==> src/rtl/fac_pkg.sv <==
`timescale 1ns/1ps
package fac_pkg;

    localparam int BYTE_W     = 8;
    localparam int SHORT_W    = 6;
    localparam int GROUP_W    = 4;
    localparam int NUM_GROUPS = 1 << GROUP_W;

    localparam logic [BYTE_W-1:0] SPECIAL_LO = 8'hA0;
    localparam logic [BYTE_W-1:0] SPECIAL_HI = 8'hFD;

    typedef enum logic [2:0] {
        AK_NONE    = 3'd0,
        AK_SHORT   = 3'd1,
        AK_GROUP   = 3'd2,
        AK_BCAST   = 3'd3,
        AK_SPECIAL = 3'd4
    } addr_kind_e;

    typedef struct packed {
        addr_kind_e         kind;
        logic [SHORT_W-1:0] index;
        logic               sel;
    } addr_info_t;

    typedef struct packed {
        logic              valid;
        logic              for_me;
        logic              direct;
        logic              command;
        logic              special;
        logic [BYTE_W-1:0] data;
    } fwd_result_t;

    function automatic addr_kind_e classify(input logic [BYTE_W-1:0] a);
        addr_kind_e k;
        if (!a[BYTE_W-1])
            k = AK_SHORT;
        else if (a[BYTE_W-1 -: 3] == 3'b100)
            k = AK_GROUP;
        else if (a[BYTE_W-1:1] == {(BYTE_W-1){1'b1}})
            k = AK_BCAST;
        else if (a >= SPECIAL_LO && a <= SPECIAL_HI)
            k = AK_SPECIAL;
        else
            k = AK_NONE;
        return k;
    endfunction

    function automatic logic short_assigned(input logic [BYTE_W-1:0] s);
        return (s[BYTE_W-1:SHORT_W] == '0);
    endfunction

endpackage

==> src/rtl/fac_addr_decode.sv <==
`timescale 1ns/1ps
module fac_addr_decode
    import fac_pkg::*;
(
    input  logic [BYTE_W-1:0] addr,
    output addr_info_t        info
);

    always_comb begin
        info.kind = classify(addr);
        info.sel  = addr[0];
        if (info.kind == AK_GROUP)
            info.index = {{(SHORT_W-GROUP_W){1'b0}}, addr[GROUP_W:1]};
        else
            info.index = addr[SHORT_W:1];
    end

endmodule

==> src/rtl/fac_match.sv <==
`timescale 1ns/1ps
module fac_match
    import fac_pkg::*;
#(
    parameter int N_GROUPS = NUM_GROUPS
) (
    input  addr_info_t          info,
    input  logic [BYTE_W-1:0]   my_short,
    input  logic [N_GROUPS-1:0] group_mask,
    output logic                hit
);

    logic [N_GROUPS-1:0] grp_hit;
    logic                short_hit;

    for (genvar g = 0; g < N_GROUPS; g++) begin : g_grp
        assign grp_hit[g] = group_mask[g] && (info.index == SHORT_W'(g));
    end

    assign short_hit = short_assigned(my_short) &&
                       (info.index == my_short[SHORT_W-1:0]);

    always_comb begin
        unique case (info.kind)
            AK_SHORT:   hit = short_hit;
            AK_GROUP:   hit = |grp_hit;
            AK_BCAST:   hit = 1'b1;
            AK_SPECIAL: hit = 1'b1;
            default:    hit = 1'b0;
        endcase
    end

endmodule

==> src/rtl/fac_out_reg.sv <==
`timescale 1ns/1ps
module fac_out_reg
    import fac_pkg::*;
(
    input  logic              clk,
    input  logic              rst,
    input  logic              in_valid,
    input  addr_info_t        info,
    input  logic              hit,
    input  logic [BYTE_W-1:0] data,
    output fwd_result_t       res
);

    logic is_special;
    assign is_special = (info.kind == AK_SPECIAL);

    always_ff @(posedge clk) begin
        if (rst) begin
            res <= '0;
        end else begin
            res.valid   <= in_valid;
            res.for_me  <= in_valid && hit;
            res.special <= in_valid && hit && is_special;
            res.direct  <= in_valid && hit && !is_special && !info.sel;
            res.command <= in_valid && hit && !is_special && info.sel;
            if (in_valid)
                res.data <= data;
        end
    end


    one_kind_chk: assert property (@(posedge clk) disable iff (rst)
        (res.valid && res.for_me) |-> ($countones({res.direct, res.command, res.special}) == 1));


    quiet_flags_chk: assert property (@(posedge clk) disable iff (rst)
        !(res.valid && res.for_me) |-> ({res.direct, res.command, res.special} == 3'b000));


    selector_chk: assert property (@(posedge clk) disable iff (rst)
        (in_valid && hit && !is_special && info.sel) |=> res.command);

endmodule

==> src/rtl/fwd_addr_classifier.sv <==
`timescale 1ns/1ps
module fwd_addr_classifier
    import fac_pkg::*;
#(
    parameter int N_GROUPS = NUM_GROUPS
) (
    input  logic                clk,
    input  logic                rst,
    input  logic                in_valid,
    input  logic [7:0]          in_addr,
    input  logic [7:0]          in_data,
    input  logic [7:0]          my_short,
    input  logic [N_GROUPS-1:0] group_mask,
    output logic                out_valid,
    output logic                out_for_me,
    output logic                out_direct,
    output logic                out_command,
    output logic                out_special,
    output logic [7:0]          out_data
);

    addr_info_t  info;
    logic        hit;
    fwd_result_t res;

    fac_addr_decode u_dec (
        .addr (in_addr),
        .info (info)
    );

    fac_match #(.N_GROUPS(N_GROUPS)) u_match (
        .info       (info),
        .my_short   (my_short),
        .group_mask (group_mask),
        .hit        (hit)
    );

    fac_out_reg u_out (
        .clk      (clk),
        .rst      (rst),
        .in_valid (in_valid),
        .info     (info),
        .hit      (hit),
        .data     (in_data),
        .res      (res)
    );

    assign out_valid   = res.valid;
    assign out_for_me  = res.for_me;
    assign out_direct  = res.direct;
    assign out_command = res.command;
    assign out_special = res.special;
    assign out_data    = res.data;


    strobe_lat_chk: assert property (@(posedge clk) disable iff (rst)
        in_valid |=> (out_valid && out_data == $past(in_data)));


    special_hit_chk: assert property (@(posedge clk) disable iff (rst)
        (in_valid && in_addr >= 8'hA0 && in_addr <= 8'hFD) |=> (out_for_me && out_special));


    bcast_hit_chk: assert property (@(posedge clk) disable iff (rst)
        (in_valid && in_addr[7:1] == 7'h7F) |=> (out_for_me && !out_special));


    unassigned_chk: assert property (@(posedge clk) disable iff (rst)
        (in_valid && !in_addr[7] && my_short[7:6] != 2'b00) |=> !out_for_me);

endmodule

==> config.mk <==
export PLATFORM = sky130hd
export DESIGN_NAME = fwd_addr_classifier
export DESIGN_NICKNAME = d
export VERILOG_FILES = /design/src/rtl/fac_pkg.sv /design/src/rtl/fac_addr_decode.sv /design/src/rtl/fac_match.sv /design/src/rtl/fac_out_reg.sv /design/src/rtl/fwd_addr_classifier.sv
export SDC_FILE = /design/constraint.sdc
export NUM_CORES = 1
export LEC_CHECK = 0
export ABC_AREA = 0
export BUFFER_PORTS_ARGS = -buffer_cell sky130_fd_sc_hd__buf_2
export CELL_PAD_IN_SITES_DETAIL_PLACEMENT = 2
export CELL_PAD_IN_SITES_GLOBAL_PLACEMENT = 2
export CORE_MARGIN = 5
export CORE_UTILIZATION = 20
export CTS_CLUSTER_SIZE = 8
export DETAILED_ROUTE_END_ITERATION = 10
export GPL_ROUTABILITY_DRIVEN = 0
export GPL_TIMING_DRIVEN = 0
export PLACE_DENSITY_LB_ADDON = 0.1
export REMOVE_ABC_BUFFERS = 1
export SETUP_SLACK_MARGIN = 0.1
export SLEW_MARGIN = 15
export SYNTH_ARGS = -nofsm -noshare
export SYNTH_HDL_FRONTEND = slang
export SYNTH_SLANG_ARGS = --single-unit
==> constraint.sdc <==
create_clock -name clk -period 2 [get_ports clk]
set_input_delay 0.4 -clock clk [delete_from_list [all_inputs] [get_ports clk]]
set_output_delay 0.4 -clock clk [all_outputs]
set_load 0.05 [all_outputs]
# Yosys cells after proc, flatten, opt, wreduce, memory -nomap -nowiden
# Index checks and enable logic that the tools add are counted.
totals:
  reg_bits: 13
  inputBits: 43
classes:
  magnitude_cmp: 2
  eq_ne: 22
  mux: 6
  reduce_logical: 29
op_table:
  columns: ["operator", "count"]
  rows:
  - ["6-bit by 4-bit == test with 1-bit output (second input constant)", 8]
  - ["6-bit by 3-bit == test with 1-bit output (second input constant)", 4]
  - ["1-bit logical AND", 23]
  - ["16-bit OR reduction", 1]
  - ["6-bit by 2-bit == test with 1-bit output (second input constant)", 2]
  - ["3-bit 2-to-1 mux", 4]
  - ["8-bit >= comparator (second input constant)", 1]
  - ["8-bit less-or-equal comparator (second input constant)", 1]
  - ["7-bit == test (second input constant)", 1]
  - ["3-bit by 2-bit == test with 1-bit output (second input constant)", 2]
  - ["3-bit == test (second input constant)", 2]
  - ["6-bit by 1-bit == test with 1-bit output (second input constant)", 1]
  - ["6-bit == test", 1]
  - ["6-bit zero test", 1]
  - ["6-bit 2-to-1 mux", 1]
  - ["3-bit by 1-bit == test with 1-bit output (second input constant)", 1]
  - ["1-bit one-hot mux with 3 select lines", 1]
  - ["1-bit zero test", 2]
  - ["2-bit zero test", 1]
  - ["2-bit OR reduction", 1]

# Depth between registers and ports, before layout
# Gate-level depths: netlist (run 1).
depth:
  ltp_word: 15
  mapped_depth: 6

# Cells and area by module
# A second synthesis (run 1) with hierarchy kept.
unflattened:
  cells_unflattened: 84
  area_unflattened_um2: 828.3
modules_own_cells:
  columns: ["module", "n_inst", "cells_per_inst", "area_per_inst_um2", "seq_area_each_um2"]
  rows:
  - ["fac_out_reg", 1, 38, 466.7, 260.2]
  - ["fac_match", 1, 32, 272.8, 0.0]
  - ["fac_addr_decode", 1, 14, 88.8, 0.0]

# Worst setup path before layout (run 1)
# OpenSTA, ideal clock, no wires.
synth_timing:
  path_kind: "input to register"
  from: "in in_addr[3]"
  to: "reg, netlist name u_out.res[10]"
  arrival_ns: 1.650
  required_time_ns: 1.861
  setup_slack_ns: 0.210
  stages: 6
  path_cell_list: "clkbuf_1 -> mux2_2 -> nand2_1 -> a21oi_1 -> o41ai_2 -> o32ai_1"
synth_via:
  elab_chain_len: 15
  elab_cells_between_ends: 54
  cone_classes: "2 x order compare; 21 x eq/ne; 6 x mux; 25 x reduce/logical"
synth_lines:
  columns: ["element", "line_no", "source"]
  rows:
  - ["start, declared", "fwd_addr_classifier.sv:10", "input logic [7:0] in_addr,"]
  - ["8-bit >= comparator or 8-bit less-or-equal comparator (tied branches)", "fac_pkg.sv:43", "else if (a >= SPECIAL_LO && a <= SPECIAL_HI)"]
  - ["1-bit logical AND", "fac_pkg.sv:43", null]
  - ["3-bit 2-to-1 mux", "fac_pkg.sv:43", null]
  - ["3-bit 2-to-1 mux", "fac_pkg.sv:41", "else if (a[BYTE_W-1:1] == {(BYTE_W-1){1'b1}})"]
  - ["3-bit 2-to-1 mux", "fac_pkg.sv:39", "else if (a[BYTE_W-1 -: 3] == 3'b100)"]
  - ["3-bit 2-to-1 mux", "fac_pkg.sv:37", "if (!a[BYTE_W-1])"]
  - ["3-bit by 2-bit == test with 1-bit output", "fac_addr_decode.sv:12, fac_match.sv:24", null]
  - ["6-bit 2-to-1 mux", "fac_addr_decode.sv:12", "if (info.kind == AK_GROUP)"]
  - ["6-bit by 1-bit == test with 1-bit output, or another cell as far along", "fac_match.sv:17", "assign grp_hit[g] = group_mask[g] && (info.index == SHORT_W'(g));"]
  - ["1-bit logical AND", "fac_match.sv:17", null]
  - ["16-bit OR reduction", "fac_match.sv:26", "AK_GROUP: hit = |grp_hit;"]
  - ["1-bit one-hot mux with 3 select lines", "fac_match.sv:24", "unique case (info.kind)"]
  - ["1-bit logical AND", "fac_out_reg.sv:24", "res.direct <= in_valid && hit && !is_special && !info.sel;"]
  - ["1-bit logical AND * (2 in series)", "fac_out_reg.sv:24", null]
# Every way passes the cells marked *; elsewhere a longest branch is shown, timed or not.
# A chain may end at the register's enable or synchronous reset.

# Worst setup path after layout (run 1)
layout_timing:
  from: "in in_addr[4]"
  to: "reg, netlist name u_out.res[9]"
layout_via:
  elab_chain_len: 15
  elab_cells_between_ends: 54
  cone_classes: "2 x order compare; 21 x eq/ne; 6 x mux; 25 x reduce/logical"
layout_lines:
  columns: ["element", "line_no", "source"]
  rows:
  - ["8-bit >= comparator or 8-bit less-or-equal comparator (tied branches)", "fac_pkg.sv:43", null]
  - ["1-bit logical AND", "fac_pkg.sv:43", null]
  - ["3-bit 2-to-1 mux", "fac_pkg.sv:43", null]
  - ["3-bit 2-to-1 mux", "fac_pkg.sv:41", null]
  - ["3-bit 2-to-1 mux", "fac_pkg.sv:39", null]
  - ["3-bit 2-to-1 mux", "fac_pkg.sv:37", null]
  - ["3-bit by 2-bit == test with 1-bit output", "fac_addr_decode.sv:12, fac_match.sv:24", null]
  - ["6-bit 2-to-1 mux", "fac_addr_decode.sv:12", null]
  - ["6-bit by 1-bit == test with 1-bit output, or another cell as far along", "fac_match.sv:17", null]
  - ["1-bit logical AND", "fac_match.sv:17", null]
  - ["16-bit OR reduction", "fac_match.sv:26", null]
  - ["1-bit one-hot mux with 3 select lines", "fac_match.sv:24", null]
  - ["1-bit logical AND", "fac_out_reg.sv:25", "res.command <= in_valid && hit && !is_special && info.sel;"]
  - ["1-bit logical AND * (2 in series)", "fac_out_reg.sv:25", null]
# Marked as above.

==> reports/qor.csv, run 1 <==
metric;value;unit
synth-xor-area-share;0.0713;
regToRegSetupSlack;1.41;ns
final_layout_size_suffix_gt1_frac;0.474;
final_area;1090;um2
seq_area_frac_synth;0.353;
insertion_delay;0.23;ns
grt_max_degree;12;
antenna_found_initial;0;
path_cells;buf_2, mux2_4, a221oi_2, a21oi_1, o41ai_2, buf_4, o22ai_1;
clock-sinks;13;
critPathBufInv;2;
worst-endpoint-required;2.11;ns
critPathMaxFanout;9;
synth_top_area_frac;0.353;
initial_core_util;0.204;
syn_inst;80;
drcViolationCount;0;
die_h;70.7;um
min_period;1.75;ns
met1_usage;0.104;
grt-ovfl-total;0;
finalSetupViolations;0;
final_antenna_net_count;0;
synth-compound-area-share;0.121;
cts-root-buf;clkbuf_8;
met2_usage;0.176;
grt_pass1_vias;902;
min_path_type;primary input to flop;
synthSimpleGateAreaFrac;0.190;
final.setup.tns;0;ns
grt.total_usage;0.0964;
slowest_stage;o41ai_2;
relSlewSlack;0.616;
period_share;0.874;
use_met3;0.0241;
cts_resized;0;
ys_seq_elements;13;
wire_per_inst;13.2;um
timing.final.hold_violations;0;
worst_slew_pin_slew;0.570;ns
vias;808;
reg_top3;u_out.res (13);
skew;0;ns
rsz0062_at_grt;false;
clkTransAtPathRegs;0.05;ns
syn_to_final_growth;48.4;%
place_ws;-0.0683;ns
maxCapViolCount;0;
finalPower;0.687;mW
port_buffers;55;
vdd_ir_drop_max;213;uV
synthMuxAreaShare;0.207;
tritoncts;built;
outcome;finished clean;
placed_area;1040;um2
synthFlopType;dfxtp_1;
wirelength;2420;um
critPathKind;primary input to flop;
vias_per_cell;4.42;
synthAdderAreaFrac;0;
syn_area;737;um2
cts_buffer_depth;2;
final.setup.worst_slack;0.251;ns
core_area;3610;um2
num-nets-final;179;
h-tree-depth;1;
ys_top_cells_by_area;dfxtp_1, mux2i_1, nor2_1;
final_util;0.303;
largest_reg_flops;13;
yosysWarnings;0;
fillers;438;
top_usage_layer;met2;
slew_viol_final;0;
die-area;5000;um2
rows;22;
fmax;572;MHz
detailedPlacementHpwl;2100;um
leakage;0.547;nW
n_antenna_cell;0;
ios;56;
end_kind;flop;
crit_path_start_kind;primary input;
syn_area_per_cell;9.21;um2
synth_top_family_by_area;multiplexers;
cp_top_family;compound AO/OA/AOI/OAI gates;
drt_iter0_drc;22;
dr.pass1.iters;2;
top_register;u_out.res;
cts-buffers-inserted;3;
die_w;70.7;um
yosys.area.top_type;dfxtp_1;
slowest_delay;0.33;ns
cellPowerDensity;628;nW/um2
async_reset_ff_frac;0;
synth_cell_types;31;
synth-edff-count;0;
cp.arrival;1.86;ns
grt_pass1_wl;4000;um
[tightest hold or removal path, stage by stage]
cell and delay (ns):
buf_2 0.07, mux2i_1 0.05, nor2_1 0.07
[where the power goes]
part	switching [mW]	total, mW	internal, mW
Clock	0.0838	0.224	0.140
Sequential	0.00472	0.277	0.272
Combinational	0.109	0.186	0.0773
[cell usage in the layout (no fill, tap or decap), drive strengths merged, types with 4 or more instances in the layout]
master	synthesis	routed
buf	3	56
clkbuf	2	4
dfxtp	13	13
mux2i	10	10
nand2	6	6
nor2	11	11
[synthesized netlist by cell type, types with 2 or more instances]
cell type	count
a21oi_1	3
clkbuf_1	2
dfxtp_1	13
inv_1	3
mux2i_1	10
nand2_1	6
nand4_1	3
nor2_1	11
nor3_1	3
xnor2_1	3
xor2_1	3
[routing by layer]
layer,part of all wire,vias to the layer above
met3,0.083,2
met1,0.41,375
met4,0.011,0
li1,-,399
met2,0.50,32
met5,0,-
[stage by stage]
step,std cells,hold WS (ns)
floorplan,75,0.472
global placement,178,0.466
detailed placement,178,0.486
CTS,182,0.405
global route,183,0.411
finish,183,0.403
[cells by family (layout without fill, tap and decap cells)]
group,Yosys count,after routing
buf+inv,8,63
mux,13,13
simple gates,29,29
compound gates,11,11
flops,13,13
xor+xnor,6,6
[layout make-up]
class | count | area, um2 | area share
sequential | 13 | 260 | 0.238
clock buffer | 4 | 45.0 | 0.0412
tap | 48 | 60.1 | 0.0549
multi-input combinational | 59 | 434 | 0.397
inverter | 3 | 11.3 | 0.0103
timing repair buffer | 56 | 283 | 0.259
[repair_timing]
action | in CTS | in global routing
hold buffers | 0 | 0
endpoints found under the setup margin | 0 | 2
buffers inserted | 0 | 1
[worst paths after layout]
kind | cells past startpoint | startpoint | end
worst max-delay path | 7 | in_addr[4] | u_out.res[9]
worst min-delay path | 3 | in_data[6] | u_out.res[6]
worst max register to register | 2 | u_out.res[5] | u_out.res[5]
worst min register to register | 2 | u_out.res[6] | u_out.res[6]
No activity file was read; power rests on OpenSTA's default activity.
==> inputs of run 2 (changes only) <==
--- a/config.mk
+++ b/config.mk
@@ -16,6 +16,7 @@
 export GPL_ROUTABILITY_DRIVEN = 0
 export GPL_TIMING_DRIVEN = 0
 export PLACE_DENSITY_LB_ADDON = 0.1
+export RECOVER_POWER = 50
 export REMOVE_ABC_BUFFERS = 1
 export SETUP_SLACK_MARGIN = 0.1
 export SLEW_MARGIN = 15
==> run 2 against run 1 <==
Effect of this change: clock-buffer cell count stayed put; first-iteration DRC count stayed put; clock skew stayed put; cell count stayed put; die area stayed put; critical path depth stayed put; combinational power hardly changed; maximum frequency stayed put; setup slack stayed put; final area is 0.46% lower.
==> reports/qor.csv, run 2 (synthesis gave the netlist of run 1 again) <==
metric;value;unit
final.setup.tns;0;ns
internal_power;0.488;mW
antenna_found_initial;0;
slowest_delay;0.33;ns
largest_reg_flops;13;
drcViolationCount;0;
initial_core_util;0.204;
n_antenna_cell;0;
ios;56;
outcome;finished clean;
rows;22;
h-tree-depth;1;
clkPwrFrac;0.326;
cts_buffer_depth;2;
vias;808;
grt.total_usage;0.0964;
vias_per_cell;4.42;
end_kind;flop;
period_share;0.874;
layout_common_cells;buf_2, dfxtp_1, nor2_1;
timing.final.hold_violations;0;
vdd_ir_drop_max;213;uV
die_h;70.7;um
insertion_delay;0.23;ns
dr.pass1.iters;2;
worst-endpoint-required;2.11;ns
clock-sinks;13;
drt_iter0_drc;22;
grt_max_degree;12;
path_cells;buf_2, mux2_4, a221oi_2, a21oi_1, o41ai_2, buf_4, o22ai_1;
syn_to_final_growth;47.7;%
slowest_stage;o41ai_2;
clkTransAtPathRegs;0.05;ns
detailedPlacementHpwl;2100;um
cp.arrival;1.86;ns
min_period;1.75;ns
slew_viol_final;0;
combPwrFrac;0.270;
grt_pass1_wl;4000;um
maxCapViolCount;0;
fmax;572;MHz
leakage;0.531;nW
die_w;70.7;um
core_area;3610;um2
critPathKind;primary input to flop;
cts-root-buf;clkbuf_8;
top_register;u_out.res;
rsz0062_at_grt;false;
rr_worst_depth;2;
reg_top3;u_out.res (13);
min_path_cells;3;
port_buffers;55;
final_layout_size_suffix_gt1_frac;0.444;
tritoncts;built;
layout_commonest_cell;buf_2;
finalSetupViolations;0;
worst_slew_pin_slew;0.604;ns
num-nets-final;179;
regToRegSetupSlack;1.41;ns
final_antenna_net_count;0;
swShare;0.288;
cts_resized;0;
crit_path_start_kind;primary input;
seq_power_share;0.403;
relSlewSlack;0.599;
die-area;5000;um2
cellPowerDensity;630;nW/um2
grt_pass1_vias;902;
wire_per_inst;13.3;um
cts-buffers-inserted;3;
min_path_type;primary input to flop;
grt-ovfl-total;0;
p_switching;0.197;mW
finalPower;0.686;mW
wirelength;2430;um
critPathMaxFanout;9;
skew;0;ns
-- run 2: changes by cell type in the layout (fill, tap and decap cells not counted), sizes merged --
cell | previous run | this run
buf | 56 | 52
clkbuf | 4 | 8
-- run 2: worst paths after layout --
check	startpoint	end
max	in_addr[4]	u_out.res[9]
min	in_data[6]	u_out.res[6]
max reg2reg	u_out.res[5]	u_out.res[5]
min reg2reg	u_out.res[6]	u_out.res[6]
-- run 2: timing repair --
item                                    in CTS  in global routing
endpoints found under the hold margin        0                  0
buffers inserted                             0                  1
hold buffers                                 0                  0
endpoints found under the setup margin       0                  2
-- run 2: worst max-delay path, delay by kind of cell --
family / cells / cell delay (ns)
AOI/OAI and AO/OA: 4 / 0.78
buffers and inverters: 2 / 0.36
muxes: 1 / 0.32
-- run 2: routing by layer --
layer  vias to the layer above  wire length (um)  global-route usage
met4                         0                27              0.0418
met3                         2               195              0.0241
met2                        32              1210               0.176
li1                        399                 -                   -
met1                       375               992               0.104
met5                         -                 0                   0
-- run 2: power groups by stage --
stage / registers, mW / clock network [mW] / logic, mW
3_5_place_dp: 0.282 / 0 / 0.186
6_report: 0.277 / 0.224 / 0.185
3_3_place_gp: 0.282 / 0 / 0.181
2_1_floorplan: 0.326 / 0 / 0.0560
4_1_cts: 0.277 / 0.236 / 0.187
5_1_grt: 0.279 / 0.251 / 0.203
-- run 2: final cells by class --
class,instances,area (um2)
flip-flops and latches,13,260
multi-input cells,59,434
clock buffers,4,45.0
well taps,48,60.1
repair buffers,56,278
inverters,3,11.3
fillers,441,2520
-- run 2: through the flow --
stage / utilization / hold WS, ns / worst slack [ns] / instances / cell area (um2)
floorplan: - / 0.472 / 0.362 / 75 / 706
global placement: 0.289 / 0.466 / -0.0379 / 178 / 1040
detailed placement: 0.289 / 0.486 / -0.0683 / 178 / 1040
CTS: 0.301 / 0.405 / 0.172 / 182 / 1090
global route: 0.302 / 0.411 / 0.135 / 183 / 1090
finish: 0.302 / 0.403 / 0.251 / 183 / 1090
